<file path="config.mk">
export PLATFORM = sky130hd
export DESIGN_NAME = adc_serial_seq
export DESIGN_NICKNAME = d
export VERILOG_FILES = /design/src/rtl/adcseq_pkg.sv /design/src/rtl/adcseq_addr_rx.sv /design/src/rtl/adcseq_sar.sv /design/src/rtl/adcseq_txreg.sv /design/src/rtl/adc_serial_seq.sv
export SDC_FILE = /design/constraint.sdc
export NUM_CORES = 1
export LEC_CHECK = 0
export ABC_AREA = 1
export BUFFER_PORTS_ARGS = -buffer_cell sky130_fd_sc_hd__buf_4
export CAP_MARGIN = 10
export CORE_MARGIN = 1
export CORE_UTILIZATION = 30
export CTS_BUF_LIST = sky130_fd_sc_hd__clkbuf_8
export DETAILED_ROUTE_END_ITERATION = 7
export PLACE_DENSITY = 0.45
export SKIP_CTS_REPAIR_TIMING = 1
export SLEW_MARGIN = 25
export SYNTH_ARGS = -nofsm -noshare
export SYNTH_HDL_FRONTEND = slang
export SYNTH_SLANG_ARGS = --single-unit
export TNS_END_PERCENT = 1
</file>
<file path="constraint.sdc">
create_clock -name clk -period 1.4 [get_ports clk]
set_input_delay 0.21 -clock clk [delete_from_list [all_inputs] [get_ports clk]]
set_output_delay 0.21 -clock clk [all_outputs]
set_load 0.02 [all_outputs]
</file>
<file path="src/rtl/adcseq_pkg.sv">
package adcseq_pkg;

    localparam int RES_BITS    = 10;
    localparam int CHAN_BITS   = 3;
    localparam int FRAME_BITS  = 16;
    localparam int CONV_PERIOD = 41;
    localparam int ACQ_EDGES   = 9;

    typedef enum logic [1:0] {
        PH_ADDR = 2'd0,
        PH_ACQ  = 2'd1,
        PH_CONV = 2'd2
    } phase_t;

endpackage

</file>
<file path="src/rtl/adcseq_addr_rx.sv">
module adcseq_addr_rx #(
    parameter int CH_W = 3
) (
    input  logic            clk,
    input  logic            rst,
    input  logic            clr,
    input  logic            shift_en,
    input  logic            din,
    output logic [CH_W-1:0] chan_sel,
    output logic            rjust,
    output logic            addr_last,
    output logic            any_bit
);
    localparam int NB = CH_W + 1;
    localparam int CW = $clog2(NB + 1);
    localparam logic [CW-1:0] IDX_CHAN = CW'(CH_W - 1);
    localparam logic [CW-1:0] IDX_JUST = CW'(CH_W);
    localparam logic [CW-1:0] IDX_END  = CW'(NB);

    logic [CW-1:0]   nbits;
    logic [CH_W-1:0] sr;

    assign addr_last = shift_en && (nbits == IDX_JUST);
    assign any_bit   = (nbits != '0);

    always_ff @(posedge clk) begin
        if (rst) begin
            nbits    <= '0;
            sr       <= '0;
            chan_sel <= '0;
            rjust    <= 1'b0;
        end else if (clr) begin
            nbits <= '0;
            sr    <= '0;
        end else if (shift_en && nbits != IDX_END) begin
            nbits <= nbits + 1'b1;
            if (nbits < IDX_JUST)
                sr <= {sr[CH_W-2:0], din};
            if (nbits == IDX_CHAN)
                chan_sel <= {sr[CH_W-2:0], din};
            if (nbits == IDX_JUST)
                rjust <= din;
        end
    end

    // channel select moves only on an accepted rising strobe
    a_r1_chan_on_strobe: assert property (@(posedge clk) disable iff (rst)
        !$stable(chan_sel) |-> $past(shift_en));

endmodule

</file>
<file path="src/rtl/adcseq_sar.sv">
module adcseq_sar #(
    parameter int RES_W      = 10,
    parameter int CONV_TICKS = 41
) (
    input  logic             clk,
    input  logic             rst,
    input  logic             start,
    input  logic             tick,
    input  logic             cmp_in,
    output logic             busy,
    output logic             finish,
    output logic [RES_W-1:0] code
);
    localparam int CW = $clog2(CONV_TICKS);
    localparam logic [CW-1:0] LAST    = CW'(CONV_TICKS - 1);
    localparam logic [CW-1:0] RES_CNT = CW'(RES_W);

    logic [CW-1:0]    cnt;
    logic [RES_W-1:0] trial_nxt;

    always_comb begin
        trial_nxt = code;
        for (int i = 0; i < RES_W; i++) begin
            if (cnt == CW'(RES_W - 1 - i))
                trial_nxt[i] = cmp_in;
        end
        for (int i = 0; i < RES_W - 1; i++) begin
            if (cnt == CW'(RES_W - 2 - i))
                trial_nxt[i] = 1'b1;
        end
    end

    assign finish = busy && tick && (cnt == LAST);

    always_ff @(posedge clk) begin
        if (rst) begin
            busy <= 1'b0;
            cnt  <= '0;
            code <= '0;
        end else if (start && !busy) begin
            busy <= 1'b1;
            cnt  <= '0;
            code <= {1'b1, {(RES_W-1){1'b0}}};
        end else if (busy && tick) begin
            if (cnt < RES_CNT)
                code <= trial_nxt;
            if (cnt == LAST)
                busy <= 1'b0;
            else
                cnt <= cnt + 1'b1;
        end
    end

    // search opens with only the most significant trial bit set
    a_r9_msb_trial: assert property (@(posedge clk) disable iff (rst)
        $rose(busy) |-> code == {1'b1, {(RES_W-1){1'b0}}});

    // every bit is resolved before busy drops
    a_r9_settled: assert property (@(posedge clk) disable iff (rst)
        $fell(busy) |-> $stable(code));

endmodule

</file>
<file path="src/rtl/adcseq_txreg.sv">
module adcseq_txreg #(
    parameter int RES_W   = 10,
    parameter int FRAME_W = 16
) (
    input  logic             clk,
    input  logic             rst,
    input  logic             load,
    input  logic             load_rj,
    input  logic [RES_W-1:0] load_val,
    input  logic             edge_cnt_en,
    input  logic             shift_en,
    output logic             msb,
    output logic             done
);
    localparam int PAD = FRAME_W - RES_W;
    localparam int CW  = $clog2(FRAME_W + 1);
    localparam logic [CW-1:0] LEN_L = CW'(RES_W);
    localparam logic [CW-1:0] LEN_R = CW'(FRAME_W);

    logic [FRAME_W-1:0] shreg;
    logic [CW-1:0]      cnt;
    logic               rj_cur;
    logic [FRAME_W-1:0] frame_l, frame_r;

    assign frame_l = {load_val, {PAD{1'b0}}};
    assign frame_r = {{PAD{1'b0}}, load_val};
    assign msb     = shreg[FRAME_W-1];
    assign done    = (cnt >= (rj_cur ? LEN_R : LEN_L));

    always_ff @(posedge clk) begin
        if (rst) begin
            shreg  <= '0;
            cnt    <= '0;
            rj_cur <= 1'b0;
        end else if (load) begin
            shreg  <= load_rj ? frame_r : frame_l;
            cnt    <= '0;
            rj_cur <= load_rj;
        end else begin
            if (edge_cnt_en && !done)
                cnt <= cnt + 1'b1;
            if (shift_en)
                shreg <= {shreg[FRAME_W-2:0], 1'b0};
        end
    end

endmodule

</file>
<file path="src/rtl/adc_serial_seq.sv">
module adc_serial_seq
    import adcseq_pkg::*;
#(
    parameter int CH_W       = CHAN_BITS,
    parameter int RES_W      = RES_BITS,
    parameter int FRAME_W    = FRAME_BITS,
    parameter int CONV_TICKS = CONV_PERIOD,
    parameter int WIN_EDGES  = ACQ_EDGES
) (
    input  logic             clk,
    input  logic             rst,
    input  logic             sclk_rise,
    input  logic             sclk_fall,
    input  logic             conv_tick,
    input  logic             cs_n,
    input  logic             oe_n,
    input  logic             din,
    input  logic             cmp_in,
    output logic [CH_W-1:0]  chan_sel,
    output logic             sample_en,
    output logic             busy,
    output logic [RES_W-1:0] dac_code,
    output logic             dout,
    output logic             dout_en,
    output logic             dout_valid
);
    localparam int WW = $clog2(WIN_EDGES + 1);
    localparam logic [WW-1:0] WIN_END = WW'(WIN_EDGES);

    phase_t        phase;
    logic [WW-1:0] win_cnt;
    logic          sel;
    logic          addr_shift, addr_clr, addr_last, any_bit, rjust;
    logic          fall_cnt_en, tx_shift, tx_done, tx_msb;
    logic          win_edge, start, finish;

    assign sel        = !cs_n;
    assign addr_shift = (phase == PH_ADDR) && sel && sclk_rise;
    assign addr_clr   = finish || ((phase == PH_ADDR) && cs_n);
    assign fall_cnt_en = sel && sclk_fall &&
                         ((phase == PH_ACQ) || ((phase == PH_ADDR) && any_bit));
    assign tx_shift   = fall_cnt_en && !oe_n;
    assign win_edge   = (phase == PH_ACQ) && sel && (sclk_rise || sclk_fall) &&
                        (win_cnt != WIN_END);
    assign start      = (phase == PH_ACQ) && (win_cnt == WIN_END) && tx_done;
    assign sample_en  = (phase == PH_ACQ) && (win_cnt != WIN_END);
    assign dout_en    = !cs_n && !oe_n;
    assign dout       = dout_en && !busy && tx_msb;

    adcseq_addr_rx #(.CH_W(CH_W)) u_addr (
        .clk(clk), .rst(rst), .clr(addr_clr), .shift_en(addr_shift), .din(din),
        .chan_sel(chan_sel), .rjust(rjust), .addr_last(addr_last), .any_bit(any_bit)
    );

    adcseq_sar #(.RES_W(RES_W), .CONV_TICKS(CONV_TICKS)) u_sar (
        .clk(clk), .rst(rst), .start(start), .tick(conv_tick), .cmp_in(cmp_in),
        .busy(busy), .finish(finish), .code(dac_code)
    );

    adcseq_txreg #(.RES_W(RES_W), .FRAME_W(FRAME_W)) u_tx (
        .clk(clk), .rst(rst), .load(finish), .load_rj(rjust), .load_val(dac_code),
        .edge_cnt_en(fall_cnt_en), .shift_en(tx_shift), .msb(tx_msb), .done(tx_done)
    );

    always_ff @(posedge clk) begin
        if (rst) begin
            phase      <= PH_ADDR;
            win_cnt    <= '0;
            dout_valid <= 1'b0;
        end else begin
            unique case (phase)
                PH_ADDR: if (addr_last) begin
                    phase   <= PH_ACQ;
                    win_cnt <= '0;
                end
                PH_ACQ: begin
                    if (win_edge)
                        win_cnt <= win_cnt + 1'b1;
                    if (start)
                        phase <= PH_CONV;
                end
                PH_CONV: if (finish)
                    phase <= PH_ADDR;
                default: phase <= PH_ADDR;
            endcase
            if (finish)
                dout_valid <= 1'b1;
            else if (start)
                dout_valid <= 1'b0;
        end
    end

    // sampling window and conversion never overlap
    a_r4_no_overlap: assert property (@(posedge clk) disable iff (rst)
        !(sample_en && busy));

    // conversion begins only after window closed and word drained
    a_r5_start_gate: assert property (@(posedge clk) disable iff (rst)
        $rose(busy) |-> $past(tx_done && win_cnt == WIN_END));

    // a finished conversion leaves an unread result behind
    a_r8_valid_on_done: assert property (@(posedge clk) disable iff (rst)
        $fell(busy) |-> dout_valid);

    // chip select cannot cut a conversion short
    a_r7_conv_holds: assert property (@(posedge clk) disable iff (rst)
        (busy && $past(busy)) |-> phase == PH_CONV);

endmodule

</file>
-- Word-level counts from Yosys, hierarchy flattened
Cells that the tools add are included.
- output and inout bits: 18
- flip-flop bits (word level): 55
- bits of input ports: 9
- word-level logic and storage cells: 158
- reduce and logical (&&, ||, !) cells: 68
- eq/ne operators: 21
- bitwise logic cells: 2
- multiplexer cells: 38
- $add $sub $neg: 4
- magnitude comparators: 3
- operators with widths (cell ; count):
    16-bit 2-to-1 mux ; 3
    3-bit AND reduction ; 14
    2-bit nonzero test ; 16
    10-bit 2-to-1 mux ; 3
    6-bit by 3-bit == test with 1-bit output, second input constant ; 4
    1-bit 2-to-1 mux ; 24
    1-bit logical AND ; 22
    6-bit by 2-bit == test with 1-bit output, second input constant ; 2
    6-bit by 4-bit == test with 1-bit output, second input constant ; 2
    4-bit 2-to-1 mux ; 2
    4-bit one-hot mux with 2 select lines ; 1
    6-bit by 1-bit adder with 6-bit output, second input constant ; 1
    3-bit by 2-bit == test with 1-bit output, second input constant ; 2
    6-bit by 1-bit == test with 1-bit output, second input constant ; 1
    6-bit == test, second input constant ; 1
    6-bit logical NOT ; 1
    6-bit by 4-bit less-than comparator with 1-bit output, second input constant ; 1
    2-bit 2-to-1 mux ; 3
    2-bit != test, second input constant ; 3
    2-bit one-hot mux with 3 select lines ; 1
    2-bit AND reduction ; 3
    2-bit OR reduction ; 3
    5-bit by 1-bit adder with 5-bit output, second input constant ; 1
    5-bit >= comparator ; 1
    15 further kinds ; 21

-- Depth between registers and ports, before layout
Gate-level depths: netlist (run 1).
- depth after elaboration: 7
- depth in mapped cells: 10
- mapped depth without buffers: 10

-- By module
A second synthesis (run 1) with hierarchy kept.
- cells, all modules: 460
- area total of the unflattened synthesis: 3104.2 µm²
- modules (own cells, without submodules) (module ; seq. area each (µm²) ; area each (µm²) ; instances ; cells an instance):
    adcseq_txreg ; 440.4 ; 1107.3 ; 1 ; 159
    adcseq_sar ; 340.3 ; 1051.0 ; 1 ; 167
    adc_serial_seq ; 140.1 ; 473.0 ; 1 ; 67
    adcseq_addr_rx ; 180.2 ; 473.0 ; 1 ; 67

-- Worst setup path before layout (run 1)
No wires, ideal clock.
- kind: register to register
- start point: register u_tx.rj_cur
- end point: register u_sar.code[4]
- setup time: 0.116 ns
- arrival: 1.379 ns
- data required time: 1.284 ns
- path buffers: 1
- stages on the path, launching flop included: 11
- setup slack: -0.095 ns
- clock period less this slack: 1.495 ns
- cell sequence: dfxtp_1 inv_1 ha_1 nand2_1 inv_1 nand3_1 nand3_1 nand3_1 nand2_2 buf_4 nor2_1
- cells in the longest elaborated chain, start to end: 5
- RTL lines (element ; line ; RTL):
    start: declaration ; adcseq_txreg.sv:22 ; logic rj_cur;
    start signal: assignment ; adcseq_txreg.sv:38 ; rj_cur <= load_rj;
    5-bit 2-to-1 mux ; adcseq_txreg.sv:28 ; assign done = (cnt >= (rj_cur ? LEN_R : LEN_L));
    5-bit >= comparator ; adcseq_txreg.sv:28 ;
    1-bit logical AND ; adc_serial_seq.sv:45 ; assign start = (phase == PH_ACQ) && (win_cnt == WIN_END) && tx_done;
    1-bit logical AND ; adcseq_sar.sv:40 ; end else if (start && !busy) begin
    2-bit OR reduction (no source line) ; -- ;
    end signal: assignment ; adcseq_sar.sv:43 ; code <= {1'b1, {(RES_W-1){1'b0}}};
    end signal: assignment ; adcseq_sar.sv:46 ; code <= trial_nxt;
    end: declaration ; adcseq_sar.sv:12 ; output logic [RES_W-1:0] code
Every way passes these cells.
A chain may end at the register's enable or synchronous reset.

-- Worst setup path in the final report (run 1)
- start point: register phase[1]
- end point: output sample_en
- cells in the longest elaborated chain, start to end: 2
- RTL lines (element ; line ; RTL):
    start: declaration ; adc_serial_seq.sv:30 ; phase_t phase;
    start signal: assignment ; adc_serial_seq.sv:67 ; phase <= PH_ADDR;
    start signal: assignment ; adc_serial_seq.sv:73 ; phase <= PH_ACQ;
    start signal: assignment ; adc_serial_seq.sv:80 ; phase <= PH_CONV;
    2-bit by 1-bit == test with 1-bit output ; adc_serial_seq.sv:46 ; assign sample_en = (phase == PH_ACQ) && (win_cnt != WIN_END);
    1-bit logical AND ; adc_serial_seq.sv:46 ;
    end: declaration ; adc_serial_seq.sv:20 ; output logic sample_en,
Every way passes these cells.

==> reports/metrics.yaml, run 1 <==
run_status: "finished with violations"
failed_checks: "negative setup slack"
grt_antenna_before_repair: 0
wire_per_inst_um: 12.0
yosysTopAreaCell: "sky130_fd_sc_hd__dfxtp_1"
initial_utilization_pct: 31.5
leakagePower_uw: 0.00185
min_period_over_period_pct: 107
synthDistinctLibCells: 32
cp.required_ns: 1.19
number_of_warnings_issued_by_yosys: 0
synth_top_area_share_pct: 35.1
route.detailed.vias_per_inst: 4.55
htree_num_levels: 2
timing.max_slew.rel_slack_pct: 80.7
cts-root-to-sink-buffers: 2
numClockSinks: 55
worst_hold_path.num_cells: 3
rsz0062_at_grt: "yes"
drtAntennaViolNets: 0
crit-reg2reg-launch: "u_tx.rj_cur$_SDFFE_PP0P_"
cp_top_family: "flip-flops"
detailedRoute.firstPassIterationCount: 5
final_nets: 578
worst-r2r-cell-count: 10
r2r-end: "u_sar.cnt[1]$_SDFFE_PP0P_"
gp_congestion: 0.806
die-height_um: 104
fin_cells: 689
synthTopCellsByArea: "sky130_fd_sc_hd__dfxtp_1 (35%), sky130_fd_sc_hd__nand2_1 (15%), sky130_fd_sc_hd__nor2_1 (7.5%)"
std_cell_rows: 36
max_clock_freq_mhz: 667
layout-drive-gt1-share_pct: 28.6
fin_skew_ns: 0.0128
vias: 3138
timing.critical_path.buf_inv: 3
place.detailed.instances: 679
fin_crit_ns: 1.50
fp.coreArea_sq_mm: 0.00995
yosys_register_bits: 55
area_delta_synth_final_pct: 34.6
postRouteWirelength_um: 8240
hold_start: "din"
min_to: "u_addr.sr[0]$_SDFFE_PP0P_"
worstSkewPairLatency_ns: 0.32
postSynthAreaPerCell_sq_um: 6.62
worstSetupStartpointType: "flip-flop"
p_total_uw: 2710
input_output_buffers: 26
worst_slew_pin_slew_ns: 0.289
path_clk_slew_ns: 0.11
first_global_vias: 2816
post-synth-top-count-cell: "sky130_fd_sc_hd__nand2_1"
number_of_enable_flip_flop_cells_after_synthesis: 0
cts-root-buf: "sky130_fd_sc_hd__clkbuf_8"
grt_pass1_wl_um: 13500
cts_inserted_buffers: 5
vdd.ir_drop.worst_mv: 0.394
crit_path_end_kind: "output port"
grt_util_all_layers_pct: 15.2
max_cap_violations: 0
layout_setup_ws_ns: -0.0997
ys_async_rst_share_pct: 0
synthesis.nets: 496
timing_worst_setup_path_type: "flip-flop to output port"
worstPathMaxFanout: 4
cp_slowest_cell: "sky130_fd_sc_hd__dfxtp_1"
dp_hpwl_um: 6230
timing.final.hold_violations: 0
dieWidth_um: 104
mappedNetlistArea_sq_mm: 0.00313
powerDensity_mw_per_mm2: 644
cells_after_synth: 473
n_antenna_cell: 0
crit_chain: "nor2_4 -> inv_2 -> buf_6 -> a31oi_1 -> buf_4"
sequential_fraction_of_the_synthesis_area_pct: 35.1
synth_common_cells: "sky130_fd_sc_hd__nand2_1 (126), sky130_fd_sc_hd__nor2_1 (63), sky130_fd_sc_hd__dfxtp_1 (55)"
reg2reg_setup_slack_ns: -0.09
drt_iter0_markers: 117
globalRoute.totalOverflow: 0
finalSetupViolations: 27
worst_hold_path_type: "input port to flip-flop"
final-max-slew-violation-count: 0
drc_errors: 0
fp.dieArea_sq_mm: 0.0109
timing.critical_path.arrival_ns: 1.29
clock_tree_from_tritoncts: "done"
finish.utilization_pct: 42.4
io-pin-count: 27
yosys_most_used_dff: "sky130_fd_sc_hd__dfxtp_1"
grt_max_degree: 18
critPathMaxStageDelay_ns: 0.40
[state kept, by name, indices dropped and copies added (netlist names), 3 cells and up]
| register | cells |
|---|---|
| u_addr.nbits | 3 |
| win_cnt | 4 |
| u_sar.cnt | 6 |
| u_tx.cnt | 5 |
| u_tx.shreg | 16 |
| u_sar.code | 10 |
| u_addr.chan_sel | 3 |
[where the power goes]
group / switching [uW] / total, uW / internal (uW) / leakage [uW]
Sequential: 3.21 / 1570 / 1570 / 0.000445
Clock: 579 / 986 / 406 / 0.0000474
Combinational: 92.1 / 156 / 64.1 / 0.00135
[final cells by class]
cell class / count / area (sq um)
Tap cell: 133 / 166
Clock buffer: 6 / 82.6
Sequential cell: 55 / 1100
Clock inverter: 2 / 16.3
Inverter: 53 / 199
Fill cell: 1069 / 5740
Timing Repair Buffer: 88 / 714
Multi-Input combinational cell: 352 / 1930
[through the flow]
stage / setup TNS, ns / area (sq um) / setup WS (ns) / hold slack [ns]
floorplan: -0.170 / 3160 / -0.0195 / 0.279
global placement: -2.62 / 3910 / -0.142 / 0.452
detailed placement: -3.47 / 3910 / -0.142 / 0.453
CTS: -4.56 / 4010 / -0.197 / 0.137
global route: -5.28 / 4220 / -0.161 / 0.147
finish: -1.54 / 4220 / -0.0997 / 0.153
[routing by layer]
layer  part of all wire (%)  up-vias  GRT usage [%]
met4                   0.97        0           3.67
met2                     44       24           23.7
met3                    2.1        7           2.26
li1                       -     1681              -
met5                      0        -              0
met1                     53     1426           22.0
[worst max path at each step]
| stage | startpoint | endpoint | depth (start not counted) |
|---|---|---|---|
| detailed placement | u_tx.rj_cur$_SDFFE_PP0P_ | u_sar.code[3]$_SDFFE_PP0P_ | 10 |
| global placement | u_sar.cnt[1]$_SDFFE_PP0P_ | u_tx.shreg[4]$_SDFFE_PP0P_ | 9 |
| finish | phase[1]$_SDFFE_PP0P_ | sample_en | 5 |
| CTS | phase[0]$_SDFFE_PP0P_ | sample_en | 6 |
| global route | u_tx.rj_cur$_SDFFE_PP0P_ | u_sar.code[5]$_SDFFE_PP0P_ | 10 |
| floorplan | u_tx.rj_cur$_SDFFE_PP0P_ | u_sar.code[1]$_SDFFE_PP0P_ | 10 |
[cells in the final DEF, fill, tap and decap left out, types with 3 or more instances in the layout]
cell type / synthesis / final
sky130_fd_sc_hd__dfxtp_1: 55 / 52
sky130_fd_sc_hd__nor2_4: 1 / 5
sky130_fd_sc_hd__ha_1: 14 / 10
sky130_fd_sc_hd__inv_1: 47 / 41
sky130_fd_sc_hd__nand3_4: 1 / 4
sky130_fd_sc_hd__nand3_1: 45 / 38
sky130_fd_sc_hd__nand2_2: 4 / 7
sky130_fd_sc_hd__o21ai_1: 10 / 13
sky130_fd_sc_hd__nor2_1: 63 / 56
sky130_fd_sc_hd__o21ai_0: 16 / 12
sky130_fd_sc_hd__nand2_1: 126 / 121
sky130_fd_sc_hd__a21oi_1: 37 / 34
sky130_fd_sc_hd__nand4_1: 9 / 9
sky130_fd_sc_hd__buf_6: 2 / 3
sky130_fd_sc_hd__nand3_2: 1 / 5
sky130_fd_sc_hd__inv_2: 6 / 12
sky130_fd_sc_hd__a21oi_2: 0 / 3
sky130_fd_sc_hd__nor2_2: 7 / 10
sky130_fd_sc_hd__clkbuf_8: 0 / 6
sky130_fd_sc_hd__dfxtp_2: 0 / 3
sky130_fd_sc_hd__o21ai_2: 2 / 3
sky130_fd_sc_hd__buf_4: 5 / 82
[worst reg2reg max path: stages, from the launching register on]
cell and delay (ns):
sky130_fd_sc_hd__dfxtp_2 0.35, sky130_fd_sc_hd__inv_2 0.06, sky130_fd_sc_hd__ha_4 0.26, sky130_fd_sc_hd__nand2_1 0.05, sky130_fd_sc_hd__inv_2 0.07, sky130_fd_sc_hd__nand3_2 0.09, sky130_fd_sc_hd__nand3_4 0.13, sky130_fd_sc_hd__nand3_2 0.09
sky130_fd_sc_hd__nand2_4 0.11, sky130_fd_sc_hd__buf_12 0.13, sky130_fd_sc_hd__a21oi_1 0.04
[cells by family after synthesis]
| logic type | synth area share [%] |
|---|---|
| AOI/OAI and AO/OA | 11.7 |
| xor gates and xnor gates | 1.12 |
| adders and majority gates | 5.59 |
| and+or+nand+nor | 37.3 |
| buffers and inverters | 9.11 |
| DFF | 35.1 |
(Power assumes the default switching activity.)
==> run 2, diff against run 1 <==
Settings changed: CELL_PAD_IN_SITES_DETAIL_PLACEMENT set to 1, CELL_PAD_IN_SITES_GLOBAL_PLACEMENT set to 2, CORE_UTILIZATION 30 to 31, PLACE_DENSITY 0.45 to 0.76.
==> run 2 against run 1 <==
  * The run still ends with negative setup slack left
  * Count of clock-buffer cells in the layout is 1 lower
  * Largest cell class unchanged
  * Via count grew 4.9%
  * Cell count grew 0.87%
==> reports/metrics.yaml, run 2 (synthesis gave the netlist of run 1 again) <==
postRouteWirelength_um: 9650  # +17%
r2r-end: "u_tx.shreg[1]$_SDFFE_PP0P_"
route.detailed.vias_per_inst: 4.74  # +4.0%
timing_worst_setup_path_type: "flip-flop to flip-flop"
rsz0062_at_grt: "yes"
drc_errors: 0  # unchanged
dp_hpwl_um: 7080  # +14%
largest_register_ffs: 16  # unchanged
totalNegativeSetupSlack_ns: -2.76  # -1.22 ns
cts-root-to-sink-buffers: 2  # unchanged
worst-r2r-cell-count: 10  # unchanged
timing.max_slew.rel_slack_pct: 81.7  # +0.94 points
layout-drive-gt1-share_pct: 30.4  # +1.8 points
grt_pass1_wl_um: 14900  # +11%
io-pin-count: 27  # unchanged
crit_path_end: "u_tx.shreg[1]$_SDFFE_PP0P_"
cp.required_ns: 1.61  # +0.42 ns
clock_tree_from_tritoncts: "done"
crit_path_end_kind: "flip-flop"
timing.final.hold_violations: 0  # unchanged
drt_iter0_markers: 83  # -29%
crit_start: "u_sar.cnt[1]$_SDFFE_PP0P_"
largest_registers: "u_tx.shreg: 16 flops, u_sar.code: 10 flops, u_sar.cnt: 6 flops"
numClockSinks: 55  # unchanged
fin_skew_ns: 0.00742  # -0.00541 ns
cp_slowest_cell: "sky130_fd_sc_hd__dfxtp_2"
fin_crit_ns: 1.50  # +0.000958 ns
first_global_vias: 3195  # +13%
layout_setup_ws_ns: -0.101  # -0.000958 ns
timing.critical_path.arrival_ns: 1.71  # +0.42 ns
grt_util_all_layers_pct: 18.2  # +3.0 points
area_delta_synth_final_pct: 37.6
die-height_um: 103  # -1.6%
n_antenna_cell: 0  # unchanged
detailedRoute.firstPassIterationCount: 4  # -1
std_cell_rows: 36  # unchanged
vias: 3292  # +4.9%
worstSkewPairLatency_ns: 0.31  # about the same
drtAntennaViolNets: 0  # unchanged
failed_checks: "negative setup slack"
reg2reg_setup_slack_ns: -0.10  # about the same
run_status: "finished with violations"
initial_utilization_pct: 32.1  # +0.58 points
fin_cells: 695  # +0.87%
grt_max_degree: 21  # +3
finalSetupViolations: 42  # +56%
crit_chain: "inv_2 -> ha_4 -> nand3_4 -> nor2_8 -> nand2_8 -> clkbuf_16 -> nand2_1 -> o21ai_1 -> nor2_1 -> nor2_1"
registers.top_by_ff_count: "u_tx.shreg"
path_clk_slew_ns: 0.11  # about the same
critPathMaxStageDelay_ns: 0.34  # -0.06 ns
worstSetupStartpointType: "flip-flop"
max_cap_violations: 0  # unchanged
place.detailed.instances: 680  # +0.15%
gp_congestion: 0.748  # -7.2%
layout_commonest_cell: "sky130_fd_sc_hd__nand2_1"
place_ws_ns: -0.165  # -0.0228 ns
cts_inserted_buffers: 5  # unchanged
grt_antenna_before_repair: 0  # unchanged
worst_hold_path_type: "input port to flip-flop"
wire_per_inst_um: 13.9  # +16%
dieWidth_um: 103  # -1.6%
finish.utilization_pct: 44.1  # +1.7 points
crit_path_frequent_cell: "sky130_fd_sc_hd__nor2_1"
min_period_over_period_pct: 107  # about the same
leakagePower_uw: 0.00192  # +4.2%
final_nets: 586  # +1.4%
fp.dieArea_sq_mm: 0.0105  # -3.2%
crit-reg2reg-launch: "u_sar.cnt[1]$_SDFFE_PP0P_"
final-max-slew-violation-count: 0  # unchanged
input_output_buffers: 26  # unchanged
globalRoute.totalOverflow: 0  # unchanged
powerDensity_mw_per_mm2: 608  # -5.6%
worstPathMaxFanout: 5  # +1
cts-root-buf: "sky130_fd_sc_hd__clkbuf_8"
fp.coreArea_sq_mm: 0.00977  # -1.8%
worst_slew_pin_slew_ns: 0.275  # -0.0142 ns
htree_num_levels: 2  # unchanged
vdd.ir_drop.worst_mv: 0.404  # +2.5%
layout_common_cells: "sky130_fd_sc_hd__nand2_1 (117), sky130_fd_sc_hd__buf_4 (88), sky130_fd_sc_hd__nor2_1 (57)"
max_clock_freq_mhz: 666  # about the same
run 2: changes by cell type in the layout (fill, tap and decap cells not counted), moves of 2 or more:
| cell | delta |
|---|---|
| sky130_fd_sc_hd__nand2_2 | +2 |
| sky130_fd_sc_hd__o21ai_1 | -3 |
| sky130_fd_sc_hd__buf_4 | +6 |
| sky130_fd_sc_hd__inv_2 | -2 |
| sky130_fd_sc_hd__dfxtp_1 | -3 |
| sky130_fd_sc_hd__inv_4 | +2 |
| sky130_fd_sc_hd__nand2_1 | -4 |
| sky130_fd_sc_hd__o21ai_0 | +2 |
| sky130_fd_sc_hd__clkbuf_16 | +2 |
| sky130_fd_sc_hd__dfxtp_2 | +3 |
| sky130_fd_sc_hd__nand2_4 | +3 |
run 2: power breakdown:
part           switching (uW)  internal [uW]  leakage (uW)
combinational            94.4           65.8       0.00144
clock                     551            335     0.0000361
sequential               3.63           1570      0.000446
total                     649           1970       0.00192
run 2: how the worst min path moves through the flow:
stage	startpoint	to	slack (ns)	cells past startpoint
2_1_floorplan	rst	u_tx.shreg[15]$_SDFFE_PP0P_	0.28	1
3_3_place_gp	u_tx.shreg[0]$_SDFFE_PP0P_	u_tx.shreg[0]$_SDFFE_PP0P_	0.46	2
3_5_place_dp	u_tx.shreg[0]$_SDFFE_PP0P_	u_tx.shreg[0]$_SDFFE_PP0P_	0.46	2
4_1_cts	din	u_addr.sr[0]$_SDFFE_PP0P_	0.16	3
5_1_grt	din	u_addr.sr[0]$_SDFFE_PP0P_	0.17	3
6_report	din	u_addr.sr[0]$_SDFFE_PP0P_	0.17	3
run 2: metal layers:
| layer | global-route usage (%) | up-vias | share of wire [%] |
|---|---|---|---|
| li1 | - | 1692 | - |
| met1 | 23.0 | 1561 | 46 |
| met2 | 32.6 | 30 | 51 |
| met3 | 2.31 | 9 | 1.9 |
| met4 | 4.73 | 0 | 1.1 |
| met5 | 0 | - | 0 |
run 2: area by class of cell:
cell class | instances | area, sq um
clock buffer | 5 | 68.8
clock inverter | 1 | 7.51
tap | 133 | 166
sequential | 55 | 1110
inverter | 53 | 209
timing repair buffer | 95 | 798
multi-input combinational | 353 | 1950
fill | 1265 | 5460
run 2: through the flow:
stage / power [uW] / area (sq um) / hold slack, ns
after floorplan: 1680 / 3160 / 0.279
after global placement: 1750 / 3900 / 0.456
after detailed placement: 1750 / 3900 / 0.461
after CTS: 2630 / 3980 / 0.162
after global routing: 2710 / 4310 / 0.166
final: 2620 / 4310 / 0.169
run 2: critical path: cells and delay by family (launching register included):
family / cells / cell delay, ns
adders and majority gates: 1 / 0.15
AOI/OAI and AO/OA: 1 / 0.06
DFF: 1 / 0.34
buffers and inverters: 2 / 0.25
and+or+nand+nor: 6 / 0.61
==> run 3, diff against run 2 <==
Settings changed: BUFFER_PORTS_ARGS -buffer_cell sky130_fd_sc_hd__buf_4 to unset, CAP_MARGIN 10 to 5, CORE_UTILIZATION 31 to 32, CTS_CLUSTER_SIZE set to 8, DONT_BUFFER_PORTS set to 1, PLACE_DENSITY 0.76 to 0.74.
==> run 3 against run 2 <==
  * The run ends with negative hold slack, negative setup slack left
  * Non-clock buffer count shrank 18
  * Register-to-register slack lost 0.03 ns
  * Clock power grew 29%
  * Die area shrank 3.1%
  * Worst setup slack lost 0.033 ns
  * Cell count shrank 2.9%
  * First-iteration DRC count grew 24%
  * Hold slack lost 0.23 ns
  * Sequential power is essentially flat
  * Global-route usage grew 0.75 points
  * Count of clock-buffer cells in the layout is the same
  * Sequential share of layout area grew 0.29 points
  * Critical path type unchanged
==> reports/metrics.yaml, run 3 (synthesis gave the netlist of run 1 again) <==
n_antenna_cell: 0  # unchanged
globalRoute.totalOverflow: 0  # unchanged
layout-drive-gt1-share_pct: 30.4  # about the same
dp_hpwl_um: 7200  # +1.8%
layout_commonest_cell: "sky130_fd_sc_hd__nand2_1"
dieWidth_um: 101  # -1.5%
initial_utilization_pct: 33.4  # +1.4 points
drc_errors: 0  # unchanged
worst_hold_slack_ns: -0.0611  # -0.230 ns
numClockSinks: 55  # unchanged
timing.final.hold_violations: 11  # +11
area_delta_synth_final_pct: 36.3
vdd.ir_drop.worst_mv: 0.350  # -13%
worstPathMaxFanout: 14  # +9
route.detailed.vias_per_inst: 4.83  # +2.0%
timing.max_slew.rel_slack_pct: 78.2  # -3.5 points
layout_setup_ws_ns: -0.134  # -0.0332 ns
seqCellArea_sq_mm: 0.00111  # +0.23%
timing.critical_path.arrival_ns: 1.78  # +0.07 ns
worst_slew_pin_slew_ns: 0.326  # +0.0515 ns
run_status: "finished with violations"
worstSetupStartpointType: "flip-flop"
final-max-slew-violation-count: 0  # unchanged
r2r-end: "u_tx.shreg[11]$_SDFFE_PP0P_"
final_nets: 568  # -3.1%
fin_skew_ns: 0.0132  # +0.00583 ns
cts_inserted_buffers: 5  # unchanged
first_global_vias: 3251  # +1.8%
grt_antenna_before_repair: 0  # unchanged
fin_cells: 675  # -2.9%
crit_path_end: "u_tx.shreg[11]$_SDFFE_PP0P_"
wire_per_inst_um: 14.7  # +5.7%
place.detailed.instances: 657  # -3.4%
totalNegativeSetupSlack_ns: -4.16  # -1.40 ns
io-pin-count: 27  # unchanged
powerDensity_mw_per_mm2: 666  # +9.7%
crit-reg2reg-launch: "u_sar.cnt[1]$_SDFFE_PP0P_"
registers.top_by_ff_count: "u_tx.shreg"
fp.coreArea_sq_mm: 0.00937  # -4.1%
std_cell_rows: 35  # -2.8%
cp.required_ns: 1.65  # +0.04 ns
finalSetupViolations: 51  # +21%
largest_registers: "u_tx.shreg: 16 flops, u_sar.code: 10 flops, u_sar.cnt: 6 flops"
clock_tree_from_tritoncts: "done"
reg2reg_setup_slack_ns: -0.13  # -0.03 ns
place_ws_ns: -0.226  # -0.0618 ns
grt_pass1_wl_um: 15300  # +2.5%
crit_path_frequent_cell: "sky130_fd_sc_hd__nand2_8"
crit_path_end_kind: "flip-flop"
rsz0062_at_grt: "yes"
gp_congestion: 0.835  # +12%
path_clk_slew_ns: 0.11  # about the same
vias: 3260  # -0.97%
critPathMaxStageDelay_ns: 0.35  # about the same
failed_checks: "negative hold slack, negative setup slack"
fin_crit_ns: 1.53  # +0.0332 ns
grt_util_all_layers_pct: 19.0  # +0.75 points
drtAntennaViolNets: 0  # unchanged
worst_hold_path_type: "input port to flip-flop"
timing_worst_setup_path_type: "flip-flop to flip-flop"
drt_iter0_markers: 103  # +24%
detailedRoute.firstPassIterationCount: 4  # unchanged
largest_register_ffs: 16  # unchanged
max_cap_violations: 0  # unchanged
crit_chain: "inv_2 -> ha_4 -> nand3_4 -> nor2_8 -> nand2_8 -> nand2_8 -> buf_4 -> nand2_1 -> a21oi_1"
max_clock_freq_mhz: 652  # -2.2%
leakagePower_uw: 0.00184  # -4.2%
cp_slowest_cell: "sky130_fd_sc_hd__dfxtp_2"
input_output_buffers: 0  # -100%
crit_start: "u_sar.cnt[1]$_SDFFE_PP0P_"
multi_input_area_sq_mm: 0.00199  # +2.0%
postRouteWirelength_um: 9910  # +2.7%
htree_num_levels: 2  # unchanged
fillers: 1228  # -2.9%
fp.dieArea_sq_mm: 0.0102  # -3.1%
min_period_over_period_pct: 110  # +2.4 points
die-height_um: 101  # -1.5%
worstSkewPairLatency_ns: 0.32  # about the same
cts-root-buf: "sky130_fd_sc_hd__clkbuf_8"
cts-root-to-sink-buffers: 2  # unchanged
worst-r2r-cell-count: 9  # -1
grt_max_degree: 19  # -9.5%
layout_common_cells: "sky130_fd_sc_hd__nand2_1 (117), sky130_fd_sc_hd__buf_4 (67), sky130_fd_sc_hd__nor2_1 (56)"
==> run 3: cell types whose count changed in the layout (fill, tap and decap cells not counted), sizes merged <==
cell	change
bufinv	+1
clkinv	+2
clkinvlp	-1
buf	-18
==> run 3: critical path, delay by kind of cell, from the launching register on <==
| family | cells | cell delay (ns) |
|---|---|---|
| adders and majority gates | 1 | 0.15 |
| and+or+nand+nor | 5 | 0.59 |
| buffers and inverters | 2 | 0.21 |
| AOI/OAI and AO/OA | 1 | 0.15 |
| DFF | 1 | 0.35 |
==> run 3: report_power, final <==
part / internal [uW] / total, uW / leakage [uW] / switching, uW
Clock: 544 / 1140 / 0.0000587 / 599
Sequential: 1570 / 1570 / 0.000447 / 3.53
Combinational: 50.4 / 132 / 0.00134 / 81.3
==> run 3: per-stage QoR <==
stage / power, uW / utilization (%) / hold WS, ns / cell area, sq um
floorplan: 1680 / - / 0.279 / 3160
global placement: 1720 / 40.2 / 0.283 / 3770
detailed placement: 1720 / 40.2 / 0.284 / 3770
CTS: 2860 / 41.4 / -0.0670 / 3880
global route: 2950 / 45.6 / -0.0867 / 4270
finish: 2850 / 45.6 / -0.0611 / 4270
==> run 3: worst min-delay path by stage <==
stage	startpoint	endpoint	slack [ns]	depth (start not counted)
floorplan	rst	u_tx.shreg[15]$_SDFFE_PP0P_	0.28	1
finish	rst	u_tx.shreg[10]$_SDFFE_PP0P_	-0.06	1
detailed placement	rst	phase[0]$_SDFFE_PP0P_	0.28	1
global placement	rst	dout_valid$_SDFFE_PP0P_	0.28	1
global route	rst	u_tx.shreg[13]$_SDFFE_PP0P_	-0.09	1
CTS	rst	u_tx.shreg[9]$_SDFFE_PP0P_	-0.07	1
==> run 3: cell type report <==
type / count / share of cell area, %
well taps: 129 / 3.78
inverters: 53 / 4.89
flip-flops and latches: 55 / 26.0
repair buffers: 77 / 16.0
clock buffers: 5 / 1.61
clock inverters: 3 / 1.11
multi-input cells: 353 / 46.6
==> run 3: layer usage <==
metal | wire [um] | part of all wire, % | vias up | track usage [%]
met5 | 0 | 0 | - | 0
met4 | 57 | 0.58 | 0 | 3.68
met3 | 237 | 2.4 | 5 | 2.64
met2 | 4920 | 50 | 30 | 33.1
met1 | 4700 | 47 | 1569 | 25.0
li1 | - | - | 1656 | -
